[config.mk]
export PLATFORM = sky130hd
export DESIGN_NAME = agu_top
export DESIGN_NICKNAME = d
export VERILOG_FILES = /design/src/rtl/agu_pkg.sv /design/src/rtl/agu_offset_gen.sv /design/src/rtl/agu_adder.sv /design/src/rtl/agu_mode_sel.sv /design/src/rtl/agu_top.sv
export SDC_FILE = /design/constraint.sdc
export NUM_CORES = 1
export LEC_CHECK = 0
export ABC_AREA = 0
export CELL_PAD_IN_SITES_DETAIL_PLACEMENT = 0
export CELL_PAD_IN_SITES_GLOBAL_PLACEMENT = 1
export CORE_MARGIN = 4
export CORE_UTILIZATION = 40
export CTS_BUF_LIST = sky130_fd_sc_hd__clkbuf_4
export DETAILED_ROUTE_END_ITERATION = 6
export GPL_ROUTABILITY_DRIVEN = 0
export HOLD_SLACK_MARGIN = 0.02
export PLACE_DENSITY_LB_ADDON = 0.1
export SETUP_SLACK_MARGIN = 0.02
export SYNTH_ARGS = -nofsm -noshare
export SYNTH_HDL_FRONTEND = slang
export SYNTH_SLANG_ARGS = --single-unit
[constraint.sdc]
create_clock -name clk -period 1.5 [get_ports clk]
set_clock_uncertainty 0.15 [all_clocks]
set_input_delay 0.15 -clock clk [delete_from_list [all_inputs] [get_ports clk]]
set_output_delay 0.15 -clock clk [all_outputs]
set_load 0.05 [all_outputs]
[src/rtl/agu_pkg.sv]
package agu_pkg;

    // Indexing modes; the two-bit code is part of the port contract.
    typedef enum logic [1:0] {
        AGU_MODE_OFS  = 2'b00,
        AGU_MODE_PRE  = 2'b01,
        AGU_MODE_POST = 2'b10,
        AGU_MODE_RSV  = 2'b11
    } agu_mode_e;

    // Offset sources; both 1x codes select the shifted index register.
    typedef enum logic [1:0] {
        AGU_SRC_IMM  = 2'b00,
        AGU_SRC_REG  = 2'b01,
        AGU_SRC_SHL  = 2'b10,
        AGU_SRC_SHL2 = 2'b11
    } agu_src_e;

endpackage

[src/rtl/agu_offset_gen.sv]
module agu_offset_gen
    import agu_pkg::*;
#(
    parameter int XLEN  = 32,
    parameter int IMM_W = 12,
    parameter int SH_W  = 2
) (
    input  logic [1:0]      src_i,
    input  logic [IMM_W-1:0] imm_i,
    input  logic [XLEN-1:0] idx_i,
    input  logic [SH_W-1:0] shamt_i,
    output logic [XLEN-1:0] off_o
);
    localparam int PAD_W = XLEN - IMM_W;

    logic [XLEN-1:0] imm_ext;
    logic [XLEN-1:0] idx_shl;

    assign imm_ext = {{PAD_W{1'b0}}, imm_i};
    // Width of the assignment target truncates bits shifted past the top.
    assign idx_shl = idx_i << shamt_i;

    always_comb begin
        off_o = '0;
        unique case (agu_src_e'(src_i))
            AGU_SRC_IMM:  off_o = imm_ext;
            AGU_SRC_REG:  off_o = idx_i;
            AGU_SRC_SHL:  off_o = idx_shl;
            AGU_SRC_SHL2: off_o = idx_shl;
        endcase
    end

endmodule

[src/rtl/agu_adder.sv]
module agu_adder #(
    parameter int XLEN = 32
) (
    input  logic [XLEN-1:0] base_i,
    input  logic [XLEN-1:0] off_i,
    input  logic            add_i,
    output logic [XLEN-1:0] sum_o
);
    logic [XLEN-1:0] off_eff;
    logic [XLEN-1:0] cin;

    // One adder serves both directions: subtract as base + ~off + 1.
    assign off_eff = add_i ? off_i : ~off_i;
    assign cin     = {{(XLEN-1){1'b0}}, ~add_i};
    assign sum_o   = base_i + off_eff + cin;

endmodule

[src/rtl/agu_mode_sel.sv]
module agu_mode_sel
    import agu_pkg::*;
#(
    parameter int XLEN = 32
) (
    input  logic [1:0]      mode_i,
    input  logic [XLEN-1:0] base_i,
    input  logic [XLEN-1:0] sum_i,
    output logic [XLEN-1:0] ea_o,
    output logic [XLEN-1:0] wb_val_o,
    output logic            wb_en_o
);
    always_comb begin
        ea_o     = base_i;
        wb_val_o = base_i;
        wb_en_o  = 1'b0;
        unique case (agu_mode_e'(mode_i))
            AGU_MODE_OFS: begin
                ea_o = sum_i;
            end
            AGU_MODE_PRE: begin
                ea_o     = sum_i;
                wb_val_o = sum_i;
                wb_en_o  = 1'b1;
            end
            AGU_MODE_POST: begin
                ea_o     = base_i;
                wb_val_o = sum_i;
                wb_en_o  = 1'b1;
            end
            AGU_MODE_RSV: begin
                ea_o = sum_i;
            end
        endcase
    end

endmodule

[src/rtl/agu_top.sv]
module agu_top #(
    parameter int XLEN    = 32,
    parameter int IMM_W   = 12,
    parameter int SH_W    = 2,
    parameter bit REG_OUT = 1'b1
) (
    input  logic             clk,
    input  logic             rst_n,
    input  logic [XLEN-1:0]  base_i,
    input  logic [1:0]       off_src_i,
    input  logic [IMM_W-1:0] imm_i,
    input  logic [XLEN-1:0]  idx_i,
    input  logic [SH_W-1:0]  shamt_i,
    input  logic             add_i,
    input  logic [1:0]       mode_i,
    output logic [XLEN-1:0]  ea_o,
    output logic [XLEN-1:0]  wb_val_o,
    output logic             wb_en_o
);
    logic [XLEN-1:0] off_w;
    logic [XLEN-1:0] sum_w;
    logic [XLEN-1:0] ea_w;
    logic [XLEN-1:0] wb_w;
    logic            wb_en_w;

    agu_offset_gen #(
        .XLEN (XLEN),
        .IMM_W(IMM_W),
        .SH_W (SH_W)
    ) i_offset_gen (
        .src_i  (off_src_i),
        .imm_i  (imm_i),
        .idx_i  (idx_i),
        .shamt_i(shamt_i),
        .off_o  (off_w)
    );

    agu_adder #(
        .XLEN(XLEN)
    ) i_adder (
        .base_i(base_i),
        .off_i (off_w),
        .add_i (add_i),
        .sum_o (sum_w)
    );

    agu_mode_sel #(
        .XLEN(XLEN)
    ) i_mode_sel (
        .mode_i  (mode_i),
        .base_i  (base_i),
        .sum_i   (sum_w),
        .ea_o    (ea_w),
        .wb_val_o(wb_w),
        .wb_en_o (wb_en_w)
    );

    generate
        if (REG_OUT) begin : g_reg_out
            always_ff @(posedge clk or negedge rst_n) begin
                if (!rst_n) begin
                    ea_o     <= '0;
                    wb_val_o <= '0;
                    wb_en_o  <= 1'b0;
                end else begin
                    ea_o     <= ea_w;
                    wb_val_o <= wb_w;
                    wb_en_o  <= wb_en_w;
                end
            end
        end else begin : g_comb_out
            assign ea_o     = ea_w;
            assign wb_val_o = wb_w;
            assign wb_en_o  = wb_en_w;
        end
    endgenerate

endmodule

# Word level (Yosys, flattened, before mapping)
# Index checks and enable logic that the tools add are counted.
# Widths: inputs -> output; s select.
dict set report classes {
  n_bitwise 2
  muxes 5
  reduce_logical 5
  addsub 2
  n_shift 1
  n_eq_ne 6
}
# cell n
set op_table {}
lappend op_table {{$pmux 32 s3} 1}
lappend op_table {{$mux 32} 2}
lappend op_table {{$pmux 32 s2} 1}
lappend op_table {{$add 32x1->32} 1}
lappend op_table {{$add 32x32->32} 1}
lappend op_table {{$not 32->32} 1}
lappend op_table {{$shl 32x2->32} 1}
lappend op_table {{$eq 2x2->1 const B} 4}
lappend op_table {{$eq 2x1->1 const B} 2}
lappend op_table {{$logic_not 2->1} 2}
lappend op_table {{$reduce_or 2->1} 2}
lappend op_table {{$reduce_or 3->1} 1}
lappend op_table {{$mux 1} 1}
lappend op_table {{$not 1->1} 1}
dict set report word_totals {
  inputBits 85
  word_cells 24
  reg_bits 65
  out_inout_bits 65
}

# Longest topological paths before layout
dict set report logic_depth {
  word_depth 8
  ltp_mapped 17
  ltp_nobuf 14
}

# Modules after synthesis
# A second synthesis with hierarchy kept.
dict set report unflattened {
  cells_unflattened 549
  hier_area_um2 5756.8
}
# module instances area_per_inst_um2 seq_area_each_um2 cells_each
set by_module_without_submodules {}
lappend by_module_without_submodules {agu_adder 1 2054.5 0.0 282}
lappend by_module_without_submodules {agu_top 1 1626.6 1626.6 65}
lappend by_module_without_submodules {agu_mode_sel 1 1104.8 0.0 75}
lappend by_module_without_submodules {agu_offset_gen 1 970.9 0.0 127}

# Least setup slack after synthesis
# OpenSTA, ideal clock, no wires.
dict set report synth_path {
  path_kind {input to register}
  startpoint {input port shamt_i[0]}
  endpoint {register ea_o[23]}
  setup_time_ns 0.145
  required_ns 1.205
  arrival_time_ns 3.892
  cell_stages 16
  path_slack_ns -2.687
  n_path_buf 3
  path_cell_list {clkbuf_1 -> buf_1 -> clkbuf_1 -> mux2i_1 -> a21oi_1 -> mux2i_1 -> xnor2_1 -> ha_1 -> nand4_1 -> o21ai_0 -> a31oi_1 -> o41ai_4 -> a221o_1 -> or3_1 -> a2111oi_0 -> a221oi_1}
}
dict set report synth_via {
  elab_chain_cells 7
}
# item line_no
set synth_lines {}
lappend synth_lines {{from (decl)} agu_top.sv:13} ;# input logic [SH_W-1:0] shamt_i,
lappend synth_lines {{$shl 32x2->32 *} agu_offset_gen.sv:21} ;# assign idx_shl = idx_i << shamt_i;
lappend synth_lines {{$pmux 32 s3 *} agu_offset_gen.sv:25} ;# unique case (agu_src_e'(src_i))
lappend synth_lines {{$not 32->32} agu_adder.sv:13} ;# assign off_eff = add_i ? off_i : ~off_i;
lappend synth_lines {{$mux 32 *} agu_adder.sv:13}
lappend synth_lines {{$add 32x32->32 *} agu_adder.sv:15} ;# assign sum_o = base_i + off_eff + cin;
lappend synth_lines {{$add 32x1->32 *} agu_adder.sv:15}
lappend synth_lines {{$pmux 32 s2 *} agu_mode_sel.sv:17} ;# unique case (agu_mode_e'(mode_i))
lappend synth_lines {{named net ea_w[23]} agu_top.sv:22} ;# logic [XLEN-1:0] ea_w;
lappend synth_lines {{to (signal assigned)} agu_top.sv:66} ;# ea_o <= ea_w;
lappend synth_lines {{to (decl)} agu_top.sv:16} ;# output logic [XLEN-1:0] ea_o,
# Mark *: on every way through the listed nets, which the timed path passes. The rest lies on a longest branch.

# Worst setup path in the final report
dict set report layout_path {
  startpoint {input port shamt_i[1]}
  endpoint {register ea_o[30]}
}
# The elaborated chain is that of the path after synthesis.

==> results.sh <==
export IMPL_synth_top_cell_area_share_pct=29.1
export IMPL_async_flop_share_pct=100
export IMPL_synthCells=666
export IMPL_arrival_ps=3330
export IMPL_dieHeight_um=126
export IMPL_overflow=0
export IMPL_grt_max_degree=66
export IMPL_critical_path_slowest_cell="fa_2"
export IMPL_antenna_found_initial=1
export IMPL_synth_edff_count=0
export IMPL_maxCapViolations=0
export IMPL_vias=6866
export IMPL_syn_nets=785
export IMPL_drive_gt1_share_pct=51.3
export IMPL_cts_tree="built"
export IMPL_setup_tns_ps=-73170
export IMPL_critPathLaunchType="primary input"
export IMPL_grt_pass1_wl_mm=33.4
export IMPL_end_kind="flip-flop"
export IMPL_crit_top_cell="buf_6"
export IMPL_slowest_delay_ps=390
export IMPL_rows=42
export IMPL_dieArea_um2=15900
export IMPL_worstPathCellList="buf_6 > buf_6 > nand2b_4 > buf_6 > o32a_4 > mux2i_4 > fa_2 > nor2b_4 > o2111ai_4 > a211o_1 > a21oi_2 > o211a_1 > o41ai_4 > buf_4 > o311ai_4"
export IMPL_fillers=731
export IMPL_grt_use_total_pct=25.8
export IMPL_first_iter_violations=455
export IMPL_cts_root_buf="clkbuf_4"
export IMPL_core_area_um2=13500
export IMPL_path_clk_slew_ps=120
export IMPL_leakagePower_uw=0.00496
export IMPL_post_dp_hpwl_mm=15.1
export IMPL_synth_largest_area_cell="dfrtp_1"
export IMPL_tightest_slew_ps=604
export IMPL_fin_cells=1184
export IMPL_first_pass_iters=7
export IMPL_crit_type="primary input to flip-flop"
export IMPL_area_growth_pct=100
export IMPL_pin_count=150
export IMPL_irDropWorstVdd_uv=568
export IMPL_cp_required_ps=1720
export IMPL_grt_pass1_vias=6780
export IMPL_clkSinkCount=65
export IMPL_htree_levels=3
export IMPL_hold_path_class="primary input to asynchronous set/reset pin"
export IMPL_power_density_nw_per_um2=1200
export IMPL_start_util_pct=41.6
export IMPL_syn_area_um2=5590
export IMPL_fp_dieW_um=126
export IMPL_drc=1
export IMPL_antenna_left=0
export IMPL_route_detailed_wl_per_inst_um=20.2
export IMPL_violations="design-rule violations, negative setup slack"
export IMPL_max_slew_margin_rel_pct=59.7
export IMPL_cts_path_max_buffers=2
export IMPL_min_period_ps=3110
export IMPL_fin_ws_ps=-1610
export IMPL_synth_warning_count=0
export IMPL_synth_area_leaders="dfrtp_1, ha_1, o21ai_0"
export IMPL_finalSetupViolations=62
export IMPL_via_per_inst=5.80
export IMPL_rsz0062_at_grt="yes"
export IMPL_pre_cts_ws_ps=-2540
export IMPL_routed_wl_mm=24.0
export IMPL_synthDistinctLibCells=63
export IMPL_layout_nets=1122
export IMPL_yosysSeqAreaShare_pct=29.1
export IMPL_status="finished with violations"
export IMPL_io_buffers=149
export IMPL_dp_cells=1106
export IMPL_hold_viol_final=0
export IMPL_crit_fanout=4
export IMPL_numCtsBuffers=9
export IMPL_synthFlopType="dfrtp_1"
export IMPL_maxSlewViolCount=0
export IMPL_max_freq_mhz=321
export IMPL_min_period_over_period_pct=207
export IMPL_ys_seq_elements=65
export IMPL_postSynthAreaPerCell_um2=8.40
## layout make-up
class / instances / area [um^2] / area share [%]
Multi-Input combinational cell: 538 / 5060 / 45.3
Timing Repair Buffer: 371 / 4070 / 36.4
Sequential cell: 65 / 1630 / 14.5
Tap cell: 176 / 220 / 1.97
Inverter: 18 / 72.6 / 0.649
Clock buffer: 9 / 67.6 / 0.604
Clock inverter: 6 / 60.1 / 0.537
Antenna cell: 1 / 2.50 / 0.0224
## power breakdown
group	total, uW	switching [uW]	internal [uW]	leakage, uW
combinational	9560	4850	4710	0.00412
clock	1190	707	488	0.0000676
sequential	2670	433	2240	0.000770
## cell families after synthesis
logic type      share of synthesized area [%]
fa+ha+maj                                7.74
buf+inv                                  4.41
mux                                      9.02
compound gates                           26.0
simple gates                             15.1
flops                                    29.1
xor+xnor                                 8.61
## cell usage after synthesis (2+ instances only)
cell type  number
inv_1          16
a22oi_1        14
a32oi_1         6
nor2b_1        10
nand2_1        87
o21ai_0        75
buf_2           2
a221oi_1        2
and3_1          3
xor2_1         13
nand4_1         8
a2111oi_0       2
a211oi_1        9
o211a_1         2
o21a_1          9
or3_1           5
nand3b_1        3
a21oi_1        49
mux2i_1        29
o21ai_1         3
o211ai_1        2
o21bai_1        5
clkbuf_1       37
o31ai_1         7
a31oi_1         5
mux2_2         15
o311ai_0        4
xnor2_1        42
nor3b_1         2
nor2_1         17
dfrtp_1        65
nand2b_1       12
nand4b_1        2
inv_2           2
nand3_1        14
ha_1           33
buf_1           5
a21o_1         17
nor3_1          8
a31o_2          2
## critical path, delay by kind of cell
kind / cells / cell delay (ps)
AOI/OAI and AO/OA: 7 / 1680
muxes: 1 / 220
buffers and inverters: 4 / 560
and+or+nand+nor: 2 / 340
adders and majority gates: 1 / 390
## how the worst max path moves through the flow
stage / startpoint / endpoint / slack [ps] / cells after the start
floorplan: shamt_i[0] / ea_o[23] / -1940 / 16
global placement: off_src_i[0] / wb_val_o[30] / -2410 / 16
detailed placement: off_src_i[0] / ea_o[23] / -2540 / 14
CTS: shamt_i[1] / ea_o[30] / -1530 / 15
global route: imm_i[10] / wb_val_o[23] / -1690 / 12
finish: shamt_i[1] / ea_o[30] / -1610 / 15
## cell usage in the layout, fill, tap and decap left out, types with 8 or more instances in the layout
cell type,Yosys,routed
o21a_1,9,9
o21ai_2,0,17
mux2_2,15,8
nor2_1,17,12
a21oi_4,0,10
clkdlybuf4s50_1,0,48
dlygate4sd2_1,0,14
nand2_1,87,84
clkbuf_4,0,9
a21o_1,17,16
xnor2_1,42,18
ha_1,33,21
xnor2_2,0,20
buf_6,1,42
a22oi_2,0,10
buf_12,0,73
a21oi_2,0,19
dfrtp_1,65,65
nand2b_1,12,12
nand4_1,8,8
o21ai_0,75,10
mux2i_4,1,8
buf_4,0,172
nand3_1,14,13
mux2i_1,29,17
inv_1,16,13
a21oi_1,49,20
o21ai_1,3,46
## stage by stage
stage | power (uW) | area, um^2 | hold WS (ps) | util [%]
2_1_floorplan | 6480 | 5860 | -296 | -
3_3_place_gp | 10200 | 9180 | 34.4 | 68.3
3_5_place_dp | 10400 | 9180 | 41.2 | 68.3
4_1_cts | 12500 | 10400 | 83.8 | 77.4
5_1_grt | 13900 | 11200 | 115 | 83.1
6_report | 13400 | 11200 | 64.0 | 83.1
## repair_timing
item	in CTS	in global routing
pin swaps	112	107
endpoints found under the hold margin	65	0
cloned	2	0
setup buffers	41	29
setup endpoints to repair	64	62
hold buffers	1	0
gates resized for setup	252	133
## sequential cells by signal, indices dropped and copies added (netlist names)
register / flops
ea_o: 32
wb_val_o: 32
wb_en_o: 1
## metal layers
metal,wire [um],GRT usage (%),vias to the layer above
met4,946,9.78,0
met1,9190,31.7,3309
met3,1500,3.77,90
li1,-,-,3098
met2,12300,45.5,369
met5,0,0,-
No activity file was read; power rests on OpenSTA's default activity.
